--- src/rtl/sdiv_pkg.sv ---
package sdiv_pkg;
  localparam int CR_LT = 3;
  localparam int CR_GT = 2;
  localparam int CR_EQ = 1;
  localparam int CR_SO = 0;

  typedef enum logic {ST_IDLE = 1'b0, ST_RUN = 1'b1} loop_state_t;
endpackage

--- src/rtl/sdiv_classify.sv ---
module sdiv_classify #(
  parameter int W = 32
) (
  input  logic [W-1:0] dividend,
  input  logic [W-1:0] divisor,
  output logic         special,
  output logic         neg_q,
  output logic [W-1:0] num_mag,
  output logic [W-1:0] den_mag
);
  localparam logic [W-1:0] MINV = {1'b1, {(W-1){1'b0}}};

  function automatic logic [W-1:0] magnitude(input logic [W-1:0] x);
    return x[W-1] ? (~x + 1'b1) : x;
  endfunction

  function automatic logic is_undefined(input logic [W-1:0] n, input logic [W-1:0] d);
    return (d == '0) || ((n == MINV) && (d == '1));
  endfunction

  always_comb begin
    special = is_undefined(dividend, divisor);
    neg_q   = dividend[W-1] ^ divisor[W-1];
    num_mag = magnitude(dividend);
    den_mag = magnitude(divisor);
  end
endmodule

--- src/rtl/sdiv_mag_loop.sv ---
module sdiv_mag_loop
  import sdiv_pkg::*;
#(
  parameter int W = 32
) (
  input  logic         clk,
  input  logic         rst_n,
  input  logic         load,
  input  logic [W-1:0] num,
  input  logic [W-1:0] den,
  output logic         busy,
  output logic         fin,
  output logic [W-1:0] q_step
);
  localparam int CW = (W > 2) ? $clog2(W) : 1;
  localparam logic [CW-1:0] LAST = CW'(W - 1);

  loop_state_t   st;
  logic [CW-1:0] cnt;
  logic [W:0]    rem;
  logic [W-1:0]  quo;
  logic [W-1:0]  den_r;
  logic [W:0]    shifted;
  logic [W:0]    trial;
  logic          take;

  always_comb begin
    shifted = {rem[W-1:0], quo[W-1]};
    trial   = shifted - {1'b0, den_r};
    take    = ~trial[W];
    busy    = (st == ST_RUN);
    fin     = busy && (cnt == LAST);
    q_step  = {quo[W-2:0], take};
  end

  always_ff @(posedge clk or negedge rst_n) begin
    if (!rst_n) begin
      st    <= ST_IDLE;
      cnt   <= '0;
      rem   <= '0;
      quo   <= '0;
      den_r <= '0;
    end else if (load) begin
      st    <= ST_RUN;
      cnt   <= '0;
      rem   <= '0;
      quo   <= num;
      den_r <= den;
    end else if (busy) begin
      rem <= take ? trial : shifted;
      quo <= q_step;
      cnt <= cnt + CW'(1);
      if (fin) st <= ST_IDLE;
    end
  end

  a_r8_load_starts: assert property (@(posedge clk) disable iff (!rst_n) load |=> busy);
  a_r8_fin_ends: assert property (@(posedge clk) disable iff (!rst_n) fin |=> !busy);
  a_r9_run_continues: assert property (@(posedge clk) disable iff (!rst_n) (busy && !fin) |=> busy);
endmodule

--- src/rtl/sdiv_flags.sv ---
module sdiv_flags
  import sdiv_pkg::*;
#(
  parameter int W = 32
) (
  input  logic signed [W-1:0] q,
  input  logic                special,
  input  logic                rec,
  input  logic                ov_en,
  input  logic                so_in,
  output logic [3:0]          cr,
  output logic                ov,
  output logic                so
);
  function automatic logic [3:0] cond_of(input logic signed [W-1:0] v,
                                         input logic sp, input logic r, input logic s);
    logic [3:0] c;
    c = '0;
    if (r) begin
      c[CR_SO] = s;
      if (sp) c[CR_LT] = 1'b1;
      else begin
        c[CR_LT] = (v < 0);
        c[CR_GT] = (v > 0);
        c[CR_EQ] = (v == 0);
      end
    end
    return c;
  endfunction

  always_comb begin
    ov = ov_en & special;
    so = so_in | ov;
    cr = cond_of(q, special, rec, so);
  end
endmodule

--- src/rtl/sdiv_unit.sv ---
module sdiv_unit
  import sdiv_pkg::*;
#(
  parameter int W = 32
) (
  input  logic         clk,
  input  logic         rst_n,
  input  logic         start_valid,
  output logic         start_ready,
  input  logic [W-1:0] dividend,
  input  logic [W-1:0] divisor,
  input  logic         rec_en,
  input  logic         ov_en,
  input  logic         so_in,
  output logic [W-1:0] quotient,
  output logic         ov_out,
  output logic         so_out,
  output logic [3:0]   cr_field,
  output logic         done
);
  localparam logic [W-1:0] MINV = {1'b1, {(W-1){1'b0}}};

  logic         special, neg_q, busy, fin, accept, spec_acc;
  logic [W-1:0] num_mag, den_mag, q_step, final_q, fl_q;
  logic         neg_r, rec_r, ov_r, so_r;
  logic         fl_sp, fl_rec, fl_ov, fl_so;
  logic [3:0]   fl_cr;
  logic         fl_ovo, fl_soo;

  sdiv_classify #(.W(W)) u_cls (
    .dividend(dividend), .divisor(divisor), .special(special),
    .neg_q(neg_q), .num_mag(num_mag), .den_mag(den_mag)
  );

  assign start_ready = !busy;
  assign accept      = start_valid && start_ready;
  assign spec_acc    = accept && special;

  sdiv_mag_loop #(.W(W)) u_loop (
    .clk(clk), .rst_n(rst_n), .load(accept && !special),
    .num(num_mag), .den(den_mag), .busy(busy), .fin(fin), .q_step(q_step)
  );

  always_comb begin
    final_q = neg_r ? (~q_step + 1'b1) : q_step;
    fl_q    = spec_acc ? MINV   : final_q;
    fl_sp   = spec_acc;
    fl_rec  = accept ? rec_en : rec_r;
    fl_ov   = accept ? ov_en  : ov_r;
    fl_so   = accept ? so_in  : so_r;
  end

  sdiv_flags #(.W(W)) u_flags (
    .q(fl_q), .special(fl_sp), .rec(fl_rec), .ov_en(fl_ov), .so_in(fl_so),
    .cr(fl_cr), .ov(fl_ovo), .so(fl_soo)
  );

  always_ff @(posedge clk or negedge rst_n) begin
    if (!rst_n) begin
      neg_r    <= 1'b0;
      rec_r    <= 1'b0;
      ov_r     <= 1'b0;
      so_r     <= 1'b0;
      quotient <= '0;
      cr_field <= '0;
      ov_out   <= 1'b0;
      so_out   <= 1'b0;
      done     <= 1'b0;
    end else begin
      done <= 1'b0;
      if (accept) begin
        neg_r <= neg_q;
        rec_r <= rec_en;
        ov_r  <= ov_en;
        so_r  <= so_in;
      end
      if (spec_acc || fin) begin
        quotient <= fl_q;
        cr_field <= fl_cr;
        ov_out   <= fl_ovo;
        so_out   <= fl_soo;
        done     <= 1'b1;
      end
    end
  end

  a_r3_zero_divisor: assert property (@(posedge clk) disable iff (!rst_n)
    (accept && divisor == '0) |=> (done && quotient == MINV));
  a_r2_min_by_neg1: assert property (@(posedge clk) disable iff (!rst_n)
    (accept && dividend == MINV && divisor == '1) |=> (done && quotient == MINV));
  a_r4_special_lt: assert property (@(posedge clk) disable iff (!rst_n)
    (accept && special && rec_en) |=> (cr_field[3:1] == 3'b100));
  a_r5_single_compare: assert property (@(posedge clk) disable iff (!rst_n)
    $countones(cr_field[3:1]) <= 1);
  a_r7_ov_implies_so: assert property (@(posedge clk) disable iff (!rst_n)
    ov_out |-> so_out);
  a_r8_single_pulse: assert property (@(posedge clk) disable iff (!rst_n)
    (done && !accept) |=> !done);
  a_r9_busy_no_done: assert property (@(posedge clk) disable iff (!rst_n)
    (start_valid && busy && !fin) |=> !done);
  a_r10_hold: assert property (@(posedge clk) disable iff (!rst_n)
    (!spec_acc && !fin) |=> ($stable(quotient) && $stable(cr_field) && $stable(so_out)));
endmodule

--- config.mk ---
export PLATFORM = sky130hd
export DESIGN_NAME = sdiv_unit
export DESIGN_NICKNAME = d
export VERILOG_FILES = /design/src/rtl/sdiv_pkg.sv /design/src/rtl/sdiv_classify.sv /design/src/rtl/sdiv_mag_loop.sv /design/src/rtl/sdiv_flags.sv /design/src/rtl/sdiv_unit.sv
export SDC_FILE = /design/constraint.sdc
export NUM_CORES = 1
export LEC_CHECK = 0
export BUFFER_PORTS_ARGS = -buffer_cell sky130_fd_sc_hd__buf_2
export CAP_MARGIN = 0
export CELL_PAD_IN_SITES_DETAIL_PLACEMENT = 2
export CELL_PAD_IN_SITES_GLOBAL_PLACEMENT = 2
export CORE_UTILIZATION = 39
export CTS_CLUSTER_SIZE = 8
export DETAILED_ROUTE_END_ITERATION = 16
export GPL_ROUTABILITY_DRIVEN = 0
export GPL_TIMING_DRIVEN = 0
export PLACE_DENSITY_LB_ADDON = 0.1
export SYNTH_ARGS = -nofsm -noshare
export SYNTH_HDL_FRONTEND = slang
export SYNTH_SLANG_ARGS = --single-unit
--- constraint.sdc ---
create_clock -name clk -period 9.9 [get_ports clk]
set_clock_uncertainty 0.2 [all_clocks]
set_input_delay 0.99 -clock clk [delete_from_list [all_inputs] [get_ports clk]]
set_output_delay 0.99 -clock clk [all_outputs]
set_load 0.02 [all_outputs]
==> key figures, run 1 <==
Routing
  • Drt wl/cell: 21.9 um
  • DR iter-0 viols: 472
  • DRC viols: 0
  • DR vias/cell: 5.75
  • First-pass DRT Iterations: 5
  • Post-route antenna net violation count: 0
  • Vias: 9,793
  • Routed WL: 37.2 mm

Worst hold path
  • HP Class: flip-flop to flip-flop
  • Hold_sp: ov_out$_DFFE_PN0P_

Global routing
  • Largest net degree at the start of global routing: 89
  • Vias in the first global route: 10,500
  • Overflow after GRT: 0
  • Global-route wire length before repair: 59.4 mm
  • Initial antenna violation count: 0
  • Overall Global Routing Usage: 29.1%

Place
  • Dpl hpwl: 28.2 mm
  • Port Buffer Count: 108

Die
  • Core ar.: 25,300 um^2
  • Die Area: 26,500 um^2
  • Die Span Y: 163 um
  • Placement Rows: 58
  • # IOs: 110
  • Die Wd: 163 um
  • Initial Utilization: 39.9%

Clock tree
  • Clock latency on the worst-skew pair: 440 ps
  • Inserted Clock Buffers: 17
  • Post-CTS setup buffer count: 0
  • CTS tree: yes
  • H-tree Lvls: 4
  • CTS Buffer Depth: 2
  • Clk slew on worst S/H paths: 70 ps
  • Post-CTS Hold Buffers: 0
  • Clk root buf: clkbuf_16
  • Clock Sinks: 145
  • Resized Gates After CTS: 0

Power
  • Worst vdd ir: 0.000158 V
  • Pwr Density: 401 nW/um^2
  • Static leakage: 5.15 nW

Setup path
  • CP max FO: 10
  • Capture point of the worst reg-to-reg path: cr_field[2]$_DFFE_PN0P_
  • Worst setup path startpoint: u_loop.quo[31]$_DFFE_PN0P_
  • CP Capture Type: flip-flop
  • Setup Crit Path Kind: flip-flop to flip-flop
  • End point of the critical path: cr_field[2]$_DFFE_PN0P_
  • R2R Setup Slk: 1760 ps
  • CP max-delay cell: o41ai_1
  • Worst EP required: 10,020 ps
  • WP data arrival: 8260 ps
  • Launching point of the worst reg2reg path: u_loop.quo[31]$_DFFE_PN0P_
  • Worst reg2reg path depth: 25
  • CP startpoint kind: flip-flop
  • Slowest Stage Delay on Critical Path: 870 ps

Timing
  • Setup TNS: 0 ps
  • Final worst path period share: 82.2%
  • Final Hold Vio Count: 0
  • Setup violators final: 0
  • Slew @ Worst Pin: 987 ps
  • Final Max Slew Viols: 0
  • Slew HR: 33.3%
  • RSZ-0062 raised after global routing: no
  • Fmax: 123 MHz
  • Post-route minimum period: 8140 ps

Logic synthesis
  • EDFF count, synth: 0
  • Yosys reg bits: 145
  • Top cells by area, synth: dfrtp_1 36%, o21ai_0 8.5%, nand2_1 7.3%
  • Yosys cell types: 64
  • Top_reg_cell synth: dfrtp_1
  • Mean area per synthesized cell: 8.17 um^2
  • Synth top area share: 36.0%
  • Yosys top cell by area: dfrtp_1
  • Syn Nets: 1,342
  • Register area share after synthesis: 36.0%
  • Yosys warning count: 0
  • Post-synth ARST share: 100%
  • Mapped Area: 10,100 um^2
  • Mapped Cells: 1,233

Finish
  • Finished Core Util: 46.0%
  • Share of cells above drive strength 1: 12.3%
  • Most frequent cells in the layout: 197 x nand2_1, 172 x o21ai_0, 145 x dfrtp_1, 112 x buf_2, 67 x nor2_1
  • Final #Nets: 1,470
  • Number of antenna diodes: 0
  • Leading cell type in the layout, fill and taps excluded: nand2_1
  • Area growth syn-to-layout: 15.5%

Job
  • Max-cap violations: 0

Status
  • Status: complete, no violations
## worst max-delay path, delay by kind of cell (launching register included)
kind	cells	cell delay, ps
fa+ha+maj	3	850
buf+inv	3	1150
simple gates	8	1890
flops	1	410
mux	1	200
compound gates	10	3290
## layout make-up
class	instances	area [um^2]
Clock inverter	14	144
Sequential cell	145	3630
Multi-Input combinational cell	959	5930
Clock buffer	17	425
Inverter	53	199
Timing Repair Buffer	109	574
Buffer	76	309
Tap cell	330	413
Fill cell	2949	13600
## cells in the mapped netlist (19+ instances only)
cell,number
inv_1,53
nand4_1,20
nand2_1,197
xnor2_1,61
nand3_1,32
ha_1,38
nor2_1,67
mux2i_1,33
nor3_1,19
dfrtp_1,145
xor2_1,57
a21oi_1,60
clkbuf_1,57
o21ai_0,172
o31ai_1,25
## worst min-delay path by stage
stage	end	cells after the start
after floorplan	ov_r$_DFF_PN0_	2
after global placement	cr_field[0]$_DFFE_PN0P_	2
after detailed placement	ov_out$_DFFE_PN0P_	1
after CTS	ov_out$_DFFE_PN0P_	1
after global routing	ov_out$_DFFE_PN0P_	1
final	ov_out$_DFFE_PN0P_	1
## state kept, by name (all words and copies together), names as in the netlist
register,cells
so_out,1
u_loop.quo,32
so_r,1
neg_r,1
ov_out,1
quotient,32
u_loop.rem,32
u_loop.den_r,32
ov_r,1
rec_r,1
cr_field,4
u_loop.busy,1
u_loop.cnt,5
done,1
## cell families after synthesis
logic type                 Yosys count  share of synthesized area [%]
DFF                                145                           36.0
buffers and inverters              129                           5.04
xor gates and xnor gates           119                           10.4
muxes                               35                           3.50
and+or+nand+nor                    423                           19.7
adders and majority gates           39                           4.92
AOI/OAI and AO/OA                  343                           20.4
## metrics by stage
stage / hold slack (ps) / total power [mW] / cells / area [um^2] / setup slack (ps)
2_1_floorplan: 247 / 3.02 / 1233 / 10100 / 4290
3_3_place_gp: 255 / 3.75 / 1671 / 11000 / 2200
3_5_place_dp: 264 / 3.94 / 1672 / 11100 / 2070
4_1_cts: 279 / 4.66 / 1703 / 11600 / 1910
5_1_grt: 308 / 5.02 / 1703 / 11600 / 1390
6_report: 278 / 4.66 / 1703 / 11600 / 1760
## metal layers
layer,global-route usage [%],up-vias,wire (um)
met2,47.0,217,17200
met5,0,-,0
li1,-,4585,-
met4,8.03,0,567
met3,4.05,40,1380
met1,40.6,4951,18100
## report_power, final
part | internal, mW | switching [mW]
Sequential | 0.897 | 0.252
Combinational | 1.04 | 1.81
Clock | 0.353 | 0.303
Total | 2.29 | 2.37
(Power assumes the default switching activity.)
==> inputs of run 2 (changes only) <==
- CORE_UTILIZATION: 39 -> 32
- clock period: 9.9 -> 7.4 ns (I/O delays scaled with it)
==> key figures, run 2 (same netlist as run 1, synthesis figures left out) <==
Status
  • Status: finished, violations left
  • Failing checks: design-rule violations

Finish
  • Leading cell type in the layout, fill and taps excluded: nand2_1
  • FILL cells: 3,566 (+21%)
  • Number of antenna diodes: 0 (unchanged)
  • Most frequent cells in the layout: 197 x nand2_1, 172 x o21ai_0, 145 x dfrtp_1, 112 x buf_2, 67 x nor2_1
  • Final #Nets: 1,472 (+0.14%)
  • Area growth syn-to-layout: 17.2%
  • Share of cells above drive strength 1: 12.7% (+0.35 points)
  • Post-Layout Cell Count: 1,771 (+4.0%)

Setup path
  • CP cell instances: inv_1 > ha_1 > fa_1 > nand2b_1 > a211oi_2 > o41ai_4 > a211oi_1 > o21ai_2 > o221ai_4 > clkbuf_2 > clkbuf_2 > ha_1 > nand2b_1 > nor2_1 > nand2_1 > or4_1 > nor3_1 > nor2_1 > o311ai_0 > nand4_1 > a311oi_1 > o221ai_1 > or3_1 > a32o_1
  • CP startpoint kind: flip-flop
  • CP max FO: 10 (unchanged)
  • Launching point of the worst reg2reg path: u_loop.quo[31]$_DFFE_PN0P_
  • CP Capture Type: flip-flop
  • CP max-delay cell: or4_1
  • Worst EP required: 7530 ps (-2490 ps)
  • WP data arrival: 7240 ps (-1020 ps)
  • Setup Crit Path Kind: flip-flop to flip-flop
  • Slowest Stage Delay on Critical Path: 580 ps (-290 ps)
  • Worst setup path startpoint: u_loop.quo[31]$_DFFE_PN0P_

Power
  • Static leakage: 5.21 nW (+1.1%)
  • Worst vdd ir: 0.000188 V (+19%)
  • Pwr Density: 524 nW/um^2 (+31%)
  • Total Power: 6.18 mW (+33%)

Global routing
  • Overflow after GRT: 0 (unchanged)
  • Largest net degree at the start of global routing: 58 (-35%)
  • Initial antenna violation count: 0 (unchanged)
  • Overall Global Routing Usage: 23.6% (-5.5 points)
  • Global-route wire length before repair: 57.8 mm (-2.8%)
  • Vias in the first global route: 10,000 (-4.8%)

Die
  • Placement Rows: 64 (+10%)
  • # IOs: 110 (unchanged)
  • Initial Utilization: 32.7% (-7.1 points)
  • Core ar.: 30,700 um^2 (+22%)
  • Die Wd: 179 um (+10%)
  • Die Span Y: 179 um (+10%)
  • Die Area: 32,200 um^2 (+22%)

Timing
  • Final worst path period share: 96.1% (+14 points)
  • Setup violators final: 0 (unchanged)
  • Fmax: 141 MHz (+14%)
  • Post-route minimum period: 7110 ps (-1030 ps)
  • Slew HR: 30.8% (-2.5 points)
  • Slew @ Worst Pin: 1030 ps (+41.0 ps)
  • Final Max Slew Viols: 0 (unchanged)
  • Setup TNS: 0 ps (unchanged)
  • RSZ-0062 raised after global routing: no
  • Final Hold Vio Count: 0 (unchanged)

Clock tree
  • Clk root buf: clkbuf_16
  • Inserted Clock Buffers: 17 (unchanged)
  • Clock Sinks: 145 (unchanged)
  • CTS tree: yes
  • H-tree Lvls: 4 (unchanged)
  • CTS Buffer Depth: 2 (unchanged)
  • Clk slew on worst S/H paths: 70 ps (about the same)
  • Clock latency on the worst-skew pair: 440 ps (about the same)

Routing
  • Routed WL: 36.7 mm (-1.5%)
  • First-pass DRT Iterations: 13 (+8)
  • DR vias/cell: 5.41 (-6.0%)
  • Vias: 9,576 (-2.2%)
  • DRC viols: 2 (+2)
  • DR iter-0 viols: 492 (+4.2%)
  • Post-route antenna net violation count: 0 (unchanged)
  • Drt wl/cell: 20.7 um (-5.2%)

Place
  • Inst Count DP: 1,739 (+4.0%)
  • Port Buffer Count: 108 (unchanged)
  • Dpl hpwl: 28.5 mm (+0.81%)

Worst hold path
  • Hold_sp: cr_field[1]$_DFFE_PN0P_
  • HP Class: flip-flop to flip-flop

Job
  • Max-cap violations: 0 (unchanged)
run 2: cell types whose count changed in the layout (fill, tap and decap cells not counted), sizes merged:
cell	previous run	this run
dlygate4sd3	0	1
clkbuf	76	80
bufinv	1	2
buf	126	127
clkinvlp	4	0
inv	61	57
clkinv	1	4
run 2: cell type report:
cell class	instances	area, um^2	area share [%]
clock buffers	21	460	3.90
multi-input cells	959	5970	50.6
repair buffers	111	612	5.19
plain buffers	76	312	2.64
flip-flops and latches	145	3630	30.8
clock inverters	10	126	1.07
well taps	396	495	4.20
inverters	53	199	1.69
run 2: per-layer routing:
| metal | routed length (um) | vias up | track usage [%] |
|---|---|---|---|
| met1 | 19400 | 4821 | 35.7 |
| li1 | - | 4584 | - |
| met5 | 0 | - | 0 |
| met3 | 911 | 17 | 2.97 |
| met2 | 16100 | 154 | 36.0 |
| met4 | 268 | 0 | 4.34 |
run 2: critical path: cells and delay by family (launching register included):
kind            cells  cell delay (ps)
flops               1              370
buf+inv             3              780
compound gates      9             2490
simple gates        9             2160
fa+ha+maj           3             1010
run 2: path summary, 6_finish.rpt:
| kind | endpoint | slack, ps | cells past startpoint |
|---|---|---|---|
| worst max-delay path | cr_field[2]$_DFFE_PN0P_ | 290 | 24 |
| worst min-delay path | cr_field[1]$_DFFE_PN0P_ | 280 | 2 |
| worst max register to register | cr_field[2]$_DFFE_PN0P_ | 290 | 24 |
| worst min register to register | cr_field[1]$_DFFE_PN0P_ | 280 | 2 |
| max in group asynchronous | u_loop.quo[7]$_DFFE_PN0P_ | 5500 | 4 |
| min in group asynchronous | u_loop.rem[17]$_DFFE_PN0P_ | 570 | 2 |
run 2: what timing repair did:
item                       CTS  global route
setup buffers                0             0
resized for setup            3             5
hold buffers                 1             0
hold endpoints to repair     2             0
setup endpoints to repair    2             2
run 2: through the flow:
stage	area, um^2	util, %	setup WS (ps)	hold WS, ps
6_report	11800	38.4	289	282
3_5_place_dp	11200	36.3	-425	268
5_1_grt	11800	38.4	10.3	317
3_3_place_gp	11100	36.1	-330	258
2_1_floorplan	10100	-	1790	244
4_1_cts	11800	38.3	7.90	288
run 2: where the power goes:
part	internal [mW]	leakage [nW]	switching [mW]	total [mW]
Combinational	1.39	3.18	2.37	3.77
Sequential	1.20	1.74	0.323	1.52
Clock	0.518	0.289	0.372	0.891
